**src/rtl/cursor_clip_pkg.sv**
```systemverilog
package cursor_clip_pkg;

    localparam int PACK_W = 16;

    typedef struct packed {
        logic [PACK_W-1:0] row;
        logic [PACK_W-1:0] col;
    } pos_word_t;

    typedef struct packed {
        logic [PACK_W-1:0] lines;
        logic [PACK_W-1:0] pixels;
    } size_word_t;

    typedef enum logic [1:0] {
        REQ_IDLE    = 2'd0,
        REQ_REJECT  = 2'd1,
        REQ_DISABLE = 2'd2,
        REQ_ARM     = 2'd3
    } req_kind_t;

    function automatic logic dims_fit(input int unsigned w, input int unsigned h,
                                      input int unsigned max_side, input int unsigned narrow);
        return (w <= max_side) && (h <= max_side) && !((w > narrow) && (h > narrow));
    endfunction

endpackage

```
**src/rtl/cursor_axis_clip.sv**
```systemverilog
module cursor_axis_clip #(
    parameter int POS_W = 16,
    parameter int DIM_W = 7,
    parameter int ACT_W = 12
) (
    input  logic signed [POS_W-1:0] pos,
    input  logic [DIM_W-1:0]        dim,
    input  logic [ACT_W-1:0]        act,
    output logic [POS_W-1:0]        skip,
    output logic [POS_W-1:0]        start,
    output logic [DIM_W-1:0]        vis
);
    localparam int EW = ((POS_W > ACT_W) ? POS_W : ACT_W) + 2;

    logic signed [EW-1:0] p_e, d_e, a_e, neg_e, rem_e;

    always_comb begin
        p_e   = {{(EW-POS_W){pos[POS_W-1]}}, pos};
        d_e   = {{(EW-DIM_W){1'b0}}, dim};
        a_e   = {{(EW-ACT_W){1'b0}}, act};
        neg_e = -p_e;
        rem_e = '0;
        skip  = '0;
        start = pos;
        vis   = dim;
        if (p_e < 0) begin
            skip  = neg_e[POS_W-1:0];
            start = '0;
            rem_e = d_e - neg_e;
            vis   = (neg_e >= d_e) ? '0 : rem_e[DIM_W-1:0];
        end else if (p_e + d_e > a_e) begin
            rem_e = a_e - p_e;
            vis   = (rem_e <= 0) ? '0 : rem_e[DIM_W-1:0];
        end
    end
endmodule

```
**src/rtl/cursor_commit_ctrl.sv**
```systemverilog
module cursor_commit_ctrl
    import cursor_clip_pkg::*;
(
    input  logic       clk,
    input  logic       rst,
    input  logic       upd_valid,
    input  req_kind_t  kind,
    input  pos_word_t  new_pos,
    input  size_word_t new_size,
    input  logic       frame_done,
    output pos_word_t  hw_pos,
    output size_word_t hw_size,
    output logic       hw_enable,
    output logic       pending,
    output logic       reload_req,
    output logic       size_reject
);
    pos_word_t  arm_pos;
    size_word_t arm_size;

    always_ff @(posedge clk) begin
        if (rst) begin
            arm_pos     <= '0;
            arm_size    <= '0;
            hw_pos      <= '0;
            hw_size     <= '0;
            hw_enable   <= 1'b0;
            pending     <= 1'b0;
            reload_req  <= 1'b0;
            size_reject <= 1'b0;
        end else begin
            reload_req  <= 1'b0;
            size_reject <= 1'b0;
            if (frame_done && pending) begin
                hw_pos    <= arm_pos;
                hw_size   <= arm_size;
                hw_enable <= 1'b1;
                pending   <= 1'b0;
            end
            if (upd_valid) begin
                case (kind)
                    REQ_REJECT: size_reject <= 1'b1;
                    REQ_DISABLE: begin
                        hw_enable <= 1'b0;
                        pending   <= 1'b0;
                    end
                    REQ_ARM: begin
                        arm_pos  <= new_pos;
                        arm_size <= new_size;
                        pending  <= 1'b1;
                        if (new_size != arm_size) begin
                            hw_enable  <= 1'b0;
                            reload_req <= 1'b1;
                        end
                    end
                    default: ;
                endcase
            end
        end
    end
endmodule

```
**src/rtl/cursor_clip_top.sv**
```systemverilog
module cursor_clip_top
    import cursor_clip_pkg::*;
#(
    parameter int POS_W      = 16,
    parameter int DIM_W      = 7,
    parameter int ACT_W      = 12,
    parameter int MAX_SIDE   = 64,
    parameter int NARROW_MAX = 32
) (
    input  logic                    clk,
    input  logic                    rst,
    input  logic                    upd_valid,
    input  logic                    img_present,
    input  logic                    interlaced,
    input  logic signed [POS_W-1:0] cur_x,
    input  logic signed [POS_W-1:0] cur_y,
    input  logic [DIM_W-1:0]        bmp_w,
    input  logic [DIM_W-1:0]        bmp_h,
    input  logic [ACT_W-1:0]        act_w,
    input  logic [ACT_W-1:0]        act_h,
    input  logic                    frame_done,
    output logic [31:0]             hw_pos,
    output logic [31:0]             hw_size,
    output logic                    hw_enable,
    output logic                    upd_pending,
    output logic                    reload_req,
    output logic                    size_reject,
    output logic [POS_W-1:0]        bmp_xoff,
    output logic [POS_W-1:0]        bmp_yoff,
    output logic [DIM_W:0]          bmp_stride
);
    localparam int AXES = 2;

    logic signed [POS_W-1:0] ax_pos  [AXES];
    logic [DIM_W-1:0]        ax_dim  [AXES];
    logic [ACT_W-1:0]        ax_act  [AXES];
    logic [POS_W-1:0]        ax_skip [AXES];
    logic [POS_W-1:0]        ax_start[AXES];
    logic [DIM_W-1:0]        ax_vis  [AXES];

    assign ax_pos[0] = cur_x;
    assign ax_pos[1] = cur_y;
    assign ax_dim[0] = bmp_w;
    assign ax_dim[1] = bmp_h;
    assign ax_act[0] = act_w;
    assign ax_act[1] = act_h;

    for (genvar g = 0; g < AXES; g++) begin : g_axis
        cursor_axis_clip #(.POS_W(POS_W), .DIM_W(DIM_W), .ACT_W(ACT_W)) u_clip (
            .pos  (ax_pos[g]),
            .dim  (ax_dim[g]),
            .act  (ax_act[g]),
            .skip (ax_skip[g]),
            .start(ax_start[g]),
            .vis  (ax_vis[g])
        );
    end

    logic [POS_W-1:0] scr_y;
    logic [DIM_W-1:0] vis_h;
    logic [DIM_W:0]   stride_n;
    logic             legal;
    req_kind_t        kind;
    pos_word_t        pos_n;
    size_word_t       size_n;
    pos_word_t        pos_q;
    size_word_t       size_q;

    always_comb begin
        scr_y    = interlaced ? (ax_start[1] >> 1) : ax_start[1];
        vis_h    = interlaced ? (ax_vis[1] >> 1)   : ax_vis[1];
        stride_n = interlaced ? {bmp_w, 1'b0} : {1'b0, bmp_w};
        legal    = dims_fit(int'(bmp_w), int'(bmp_h), MAX_SIDE, NARROW_MAX);
        pos_n    = '{row: PACK_W'(scr_y), col: PACK_W'(ax_start[0])};
        size_n   = '{lines: PACK_W'(vis_h), pixels: PACK_W'(ax_vis[0])};
        if (img_present && !legal)
            kind = REQ_REJECT;
        else if (!img_present || ax_vis[0] == '0 || vis_h == '0)
            kind = REQ_DISABLE;
        else
            kind = REQ_ARM;
    end

    cursor_commit_ctrl u_commit (
        .clk        (clk),
        .rst        (rst),
        .upd_valid  (upd_valid),
        .kind       (kind),
        .new_pos    (pos_n),
        .new_size   (size_n),
        .frame_done (frame_done),
        .hw_pos     (pos_q),
        .hw_size    (size_q),
        .hw_enable  (hw_enable),
        .pending    (upd_pending),
        .reload_req (reload_req),
        .size_reject(size_reject)
    );

    assign hw_pos  = pos_q;
    assign hw_size = size_q;

    always_ff @(posedge clk) begin
        if (rst) begin
            bmp_xoff   <= '0;
            bmp_yoff   <= '0;
            bmp_stride <= '0;
        end else if (upd_valid && kind == REQ_ARM) begin
            bmp_xoff   <= ax_skip[0];
            bmp_yoff   <= ax_skip[1];
            bmp_stride <= stride_n;
        end
    end
endmodule

```
**config.mk**
```make
export PLATFORM = sky130hd
export DESIGN_NAME = cursor_clip_top
export DESIGN_NICKNAME = d
export VERILOG_FILES = /design/src/rtl/cursor_clip_pkg.sv /design/src/rtl/cursor_axis_clip.sv /design/src/rtl/cursor_commit_ctrl.sv /design/src/rtl/cursor_clip_top.sv
export SDC_FILE = /design/constraint.sdc
export NUM_CORES = 1
export LEC_CHECK = 0
export BUFFER_PORTS_ARGS = -buffer_cell sky130_fd_sc_hd__buf_2
export CAP_MARGIN = 5
export CORE_ASPECT_RATIO = 1.2
export CORE_MARGIN = 2
export CORE_UTILIZATION = 59
export CTS_CLUSTER_DIAMETER = 60
export CTS_CLUSTER_SIZE = 24
export DETAILED_ROUTE_END_ITERATION = 16
export HOLD_SLACK_MARGIN = 0.15
export PLACE_DENSITY = 0.8
export SYNTH_ARGS = -nofsm -noshare
export SYNTH_HDL_FRONTEND = slang
export SYNTH_HIERARCHICAL = 1
export SYNTH_SLANG_ARGS = --single-unit
```
**constraint.sdc**
```tcl
create_clock -name clk -period 7.5 [get_ports clk]
set_clock_uncertainty 0.05 [all_clocks]
set_input_delay 0.75 -clock clk [delete_from_list [all_inputs] [get_ports clk]]
set_output_delay 0.75 -clock clk [all_outputs]
set_load 0.03 [all_outputs]
```
## After elaboration in Yosys (flattened, before gate mapping)

Index checks and enable logic that the tools add are counted.

| word-level totals | value |
|---|---|
| bits in registers | 136 |
| bits in latches | 0 |
| RAM bits | 0 |
| memory bits (read-only) | 0 |
| input port bits | 76 |
| output and inout bits | 108 |
| word-level logic and storage cells | 83 |
| memories kept | 0 |

| operators by class | value |
|---|---|
| add/subtract/negate cells | 8 |
| multiply operators | 0 |
| div/mod/pow operators | 0 |
| $lt $le $gt $ge | 12 |
| equal/unequal tests | 4 |
| shift-type cells | 0 |
| mux-type cells | 26 |
| bitwise operators | 2 |
| reductions and logical operators | 16 |

Operator list:

| kind | number |
|---|---|
| $mux W16 | 5 |
| $mux W7 | 9 |
| $ge A18 B8 Y1 | 2 |
| $gt A18 B13 Y1 | 2 |
| $neg A16 Y18 | 2 |
| $add A16 B8 Y17 | 2 |
| $le A17 B1 Y1 const B | 2 |
| $sub A13 B16 Y17 | 2 |
| $lt A16 B1 Y1 const B | 2 |
| $gt A7 B6 Y1 const B | 2 |
| $le A7 B7 Y1 const B | 2 |
| $logic_not A7 Y1 | 2 |
| $ne A14 B14 Y1 | 1 |
| $sub A7 B7 Y7 | 2 |
| $mux W1 | 8 |
| $mux W8 | 1 |
| $logic_and A1 B1 Y1 | 6 |
| $eq A2 B2 Y1 const B | 2 |
| $pmux W1 S2 | 2 |
| $logic_not A1 Y1 | 3 |
| $reduce_or A3 Y1 | 1 |
| $eq A2 B1 Y1 const B | 1 |
| $logic_or A1 B1 Y1 | 2 |
| $mux W2 | 1 |
| 3 further kinds | 4 |

## Longest topological paths before layout

| logic depth | value |
|---|---|
| depth after elaboration | 13 |
| depth in mapped cells | 26 |
| mapped depth without buffers | 23 |

## By module

Netlist, hierarchy kept.

By module, submodules not included:

| module | instances | cells each | area each (um2) | sequential area each (um2) |
|---|---|---|---|---|
| cursor_commit_ctrl | 1 | 612 | 4838.4 | 2642.5 |
| cursor_axis_clip (g_axis[1].u_clip) | 1 | 309 | 2252.2 | 0.0 |
| cursor_axis_clip (g_axis[0].u_clip) | 1 | 309 | 2249.7 | 0.0 |
| cursor_clip_top | 1 | 231 | 2042.0 | 800.8 |

## Worst setup path before layout

OpenSTA, ideal clock, no wires.

| path | value |
|---|---|
| path kind | in2reg |
| from | input cur_y[3] |
| to | register, netlist name u_commit/arm_size[12] |
| library setup time | 0.070 ns |
| data arrival time | 5.425 ns |
| required time | 7.380 ns |
| slack | 1.954 ns |
| stages | 23 |
| path buffers | 3 |
| cells stage by stage | ha_1 > o21ai_0 > o21ai_0 > a41o_1 > or3b_2 > xnor2_1 > ha_1 > a2111oi_0 > o21ai_0 > or2_2 > a222oi_1 > clkbuf_1 > nand2b_1 > o221ai_1 > nor4_1 > nand3_1 > nand2_1 > a21boi_0 > nand3_1 > buf_2 > buf_1 > nand2_1 > a21oi_1 |

RTL lines:

| what | line | RTL |
|---|---|---|
| start, declared | cursor_clip_top.sv:16 | `input logic signed [POS_W-1:0] cur_y,` |

==> flow_metrics.env <==
export IMPL_reg2reg_slack_ns=5.82
export IMPL_crit_arrival_ns=6.34
export IMPL_required_ns=7.80
export IMPL_wl_per_cell_um=16.5
export IMPL_yosysSeqAreaShare_pct=30.3
export IMPL_path_clk_slew_ns=0.07
export IMPL_max_slew_margin_rel_pct=22.0
export IMPL_synth_area_leaders="dfxtp_1 30%, ha_1 10%, nand2_1 9.6%"
export IMPL_die_h_um=156
export IMPL_htreeDepth=4
export IMPL_synth_edf_count=0
export IMPL_area_growth_synth_to_final_pct=14.9
export IMPL_outcome="complete, no violations"
export IMPL_async_flop_share_pct=0
export IMPL_fmax_ghz=0.166
export IMPL_netlist_instances=1461
export IMPL_tightest_slew_ns=1.17
export IMPL_postRouteAntennaNets=0
export IMPL_whs_path_depth=2
export IMPL_final_max_slew_viol_count=0
export IMPL_synth_area_per_cell_um2=7.79
export IMPL_drive_gt1_share_pct=17.9
export IMPL_grt_max_degree=99
export IMPL_grt_pass1_vias=10284
export IMPL_gp_congestion=0.954
export IMPL_grt_pass1_wl_um=49700
export IMPL_critPathSlowestCell="or3b_2"
export IMPL_cellPowerDensity_nw_per_um2=174
export IMPL_clock_sinks=172
export IMPL_drtPass1Iterations=5
export IMPL_yosys_warnings=6
export IMPL_r2r_cells=3
export IMPL_hold_viol_final=0
export IMPL_synth_lib_cells_used_distinct=85
export IMPL_startpoint_type="input pin"
export IMPL_via_per_inst=5.71
export IMPL_setup_viol=0
export IMPL_max_cap_viol_count=0
export IMPL_cts_root_buffer="clkbuf_16"
export IMPL_cts_tree="built"
export IMPL_yosys_area_top_type="dfxtp_1"
export IMPL_period_needed_ns=6.04
export IMPL_end_kind="register"
export IMPL_p_total_mw=2.28
export IMPL_rows=55
export IMPL_fin_nets=1795
export IMPL_hold_end="u_commit/hw_pos[23]$_SDFFE_PP0P_"
export IMPL_clock_path_buffers=2
export IMPL_synth_top_cell_area_share_pct=30.3
export IMPL_worstSkewPairLatency_ns=0.43
export IMPL_worstPathMaxFanout=48
export IMPL_initial_utilization_pct=60.4
export IMPL_io_buffers=183
export IMPL_die_area_um2=20400
export IMPL_vias=10792
export IMPL_worstPathCellList="buf_2 -> ha_1 -> o21ai_0 -> o21ai_0 -> a41o_1 -> or3b_2 -> xnor2_1 -> ha_1 -> a2111oi_0 -> o21ai_0 -> or2_2 -> a222oi_1 -> buf_4 -> nand2b_1 -> o221ai_1 -> nor4_1 -> nand3_1 -> nand2_1 -> a21boi_0 -> nand3_2 -> buf_12 -> nand2_1 -> a21oi_1"
export IMPL_synth_top_flop_cell="dfxtp_1"
export IMPL_die_w_um=131
export IMPL_wirelength_um=31200
export IMPL_worstReg2RegEnd="u_commit/hw_size[4]$_SDFFE_PP0P_"
export IMPL_yosys_cell_count_top_type="nand2_1"
export IMPL_path_class="input pin to register"
export IMPL_ys_ff_latch=172
export IMPL_hp_class="register to register"
export IMPL_numCtsBuffers=17
export IMPL_grt_use_total_pct=30.4
export IMPL_fin_setup_tns_ns=0
export IMPL_slowest_delay_ns=0.47
export IMPL_drt_drc_violations_left=0
export IMPL_rsz0062_at_grt="no"
export IMPL_synthTopCellsByCount="290 x nand2_1, 199 x a21oi_1, 172 x dfxtp_1"
export IMPL_fin_crit_sh_pct=80.5
export IMPL_cts_hold_buffers_added=0
export IMPL_min_delay_start="u_commit/arm_pos[23]$_SDFFE_PP0P_"
export IMPL_antenna_found_initial=1
export IMPL_postCtsSetupBuffers=0
export IMPL_rr_startpoint="u_commit/pending$_SDFF_PP0_"
export IMPL_dp_hpwl_um=23100
export IMPL_ios=184
export IMPL_fp_coreArea_um2=18900
export IMPL_nFillCells=1642
export IMPL_syn_cell_area_um2=11400
export IMPL_ir_worst_vdd_v=0.000152
export IMPL_grt_overflow_total=0
export IMPL_drtIter0Drc=860
export IMPL_leakagePower_nw=5.50
export IMPL_crit_top_cell="o21ai_0"
export IMPL_post_cts_resized=0
[worst max path at each step]
stage / end / slack [ns] / cells past startpoint / start
3_5_place_dp: u_commit/arm_pos[12]$_SDFFE_PP0P_ / 1.21 / 23 / bmp_h[3]
5_1_grt: u_commit/arm_size[28]$_SDFFE_PP0P_ / 0.97 / 23 / bmp_h[3]
4_1_cts: u_commit/arm_pos[2]$_SDFFE_PP0P_ / 1.55 / 23 / bmp_h[3]
6_report: u_commit/arm_pos[0]$_SDFFE_PP0P_ / 1.46 / 23 / bmp_h[3]
3_3_place_gp: u_commit/arm_size[3]$_SDFFE_PP0P_ / 1.46 / 23 / bmp_h[3]
2_1_floorplan: u_commit/arm_size[12]$_SDFFE_PP0P_ / 1.95 / 23 / cur_y[3]
[report_power, final]
| part | internal [mW] | switching (mW) | total [mW] |
|---|---|---|---|
| Combinational | 0.174 | 0.276 | 0.450 |
| Sequential | 0.922 | 0.00695 | 0.929 |
| Clock | 0.501 | 0.399 | 0.900 |
[worst max-delay path, delay by kind of cell]
family | cells | cell delay [ns]
AND/OR/NAND/NOR | 8 | 2.14
AO/OA/AOI/OAI | 9 | 1.95
buffers and inverters | 3 | 0.67
adder cells (fa/ha/maj) | 2 | 0.67
XOR/XNOR | 1 | 0.14
[logic make-up after synthesis]
logic type / synth area share (%)
AND/OR/NAND/NOR: 23.9
adder cells (fa/ha/maj): 11.2
multiplexers: 2.59
AO/OA/AOI/OAI: 18.8
flip-flops: 30.3
buffers and inverters: 6.03
other: 0.0989
XOR/XNOR: 7.16
[flip-flops by register name, indices dropped and copies added, names as in the netlist]
signal / flops
u_commit/size_reject: 1
u_commit/hw_size: 32
u_commit/reload_req: 1
bmp_xoff: 16
u_commit/hw_pos: 32
bmp_stride: 8
u_commit/hw_enable: 1
bmp_yoff: 16
u_commit/arm_size: 32
u_commit/arm_pos: 32
u_commit/pending: 1
[placed cells by master (no fill, tap or decap), types with 38 or more instances in the layout]
master,n
a21oi_1,199
o21ai_0,44
conb_1,38
ha_1,92
buf_2,182
nand2_1,289
dfxtp_1,172
inv_1,77
nor2_1,55
nand3_1,49
xnor2_1,80
[area by class of cell]
cell class              count  area (um2)  share of cell area [%]
well taps                 256         320                    2.45
repair buffers            192        1010                    7.73
diodes                      1        2.50                  0.0191
flip-flops and latches    172        3440                    26.3
multi-input cells        1158        7390                    56.5
clock inverters            12         143                    1.09
inverters                  80         300                    2.30
clock buffers              20         467                    3.57
[per-stage QoR]
stage	instance area, um2	utilization, %	cells	worst slack, ns	hold slack (ns)
2_1_floorplan	11500	-	1496	1.95	0.382
3_3_place_gp	12500	66.1	1858	1.46	0.389
3_5_place_dp	12500	66.1	1858	1.21	0.393
4_1_cts	13100	69.4	1890	1.55	0.403
5_1_grt	13100	69.4	1890	0.967	0.416
6_report	13100	69.4	1891	1.46	0.401
[metal layers]
metal	share of wire [%]	wire length, um	GRT usage, %	up-vias
met5	0	0	0	-
met4	3.0	933	11.6	0
met3	5.0	1560	4.70	69
met2	50	15800	53.4	348
met1	42	13000	37.1	5090
li1	-	-	-	5285
(Power assumes the default switching activity.)
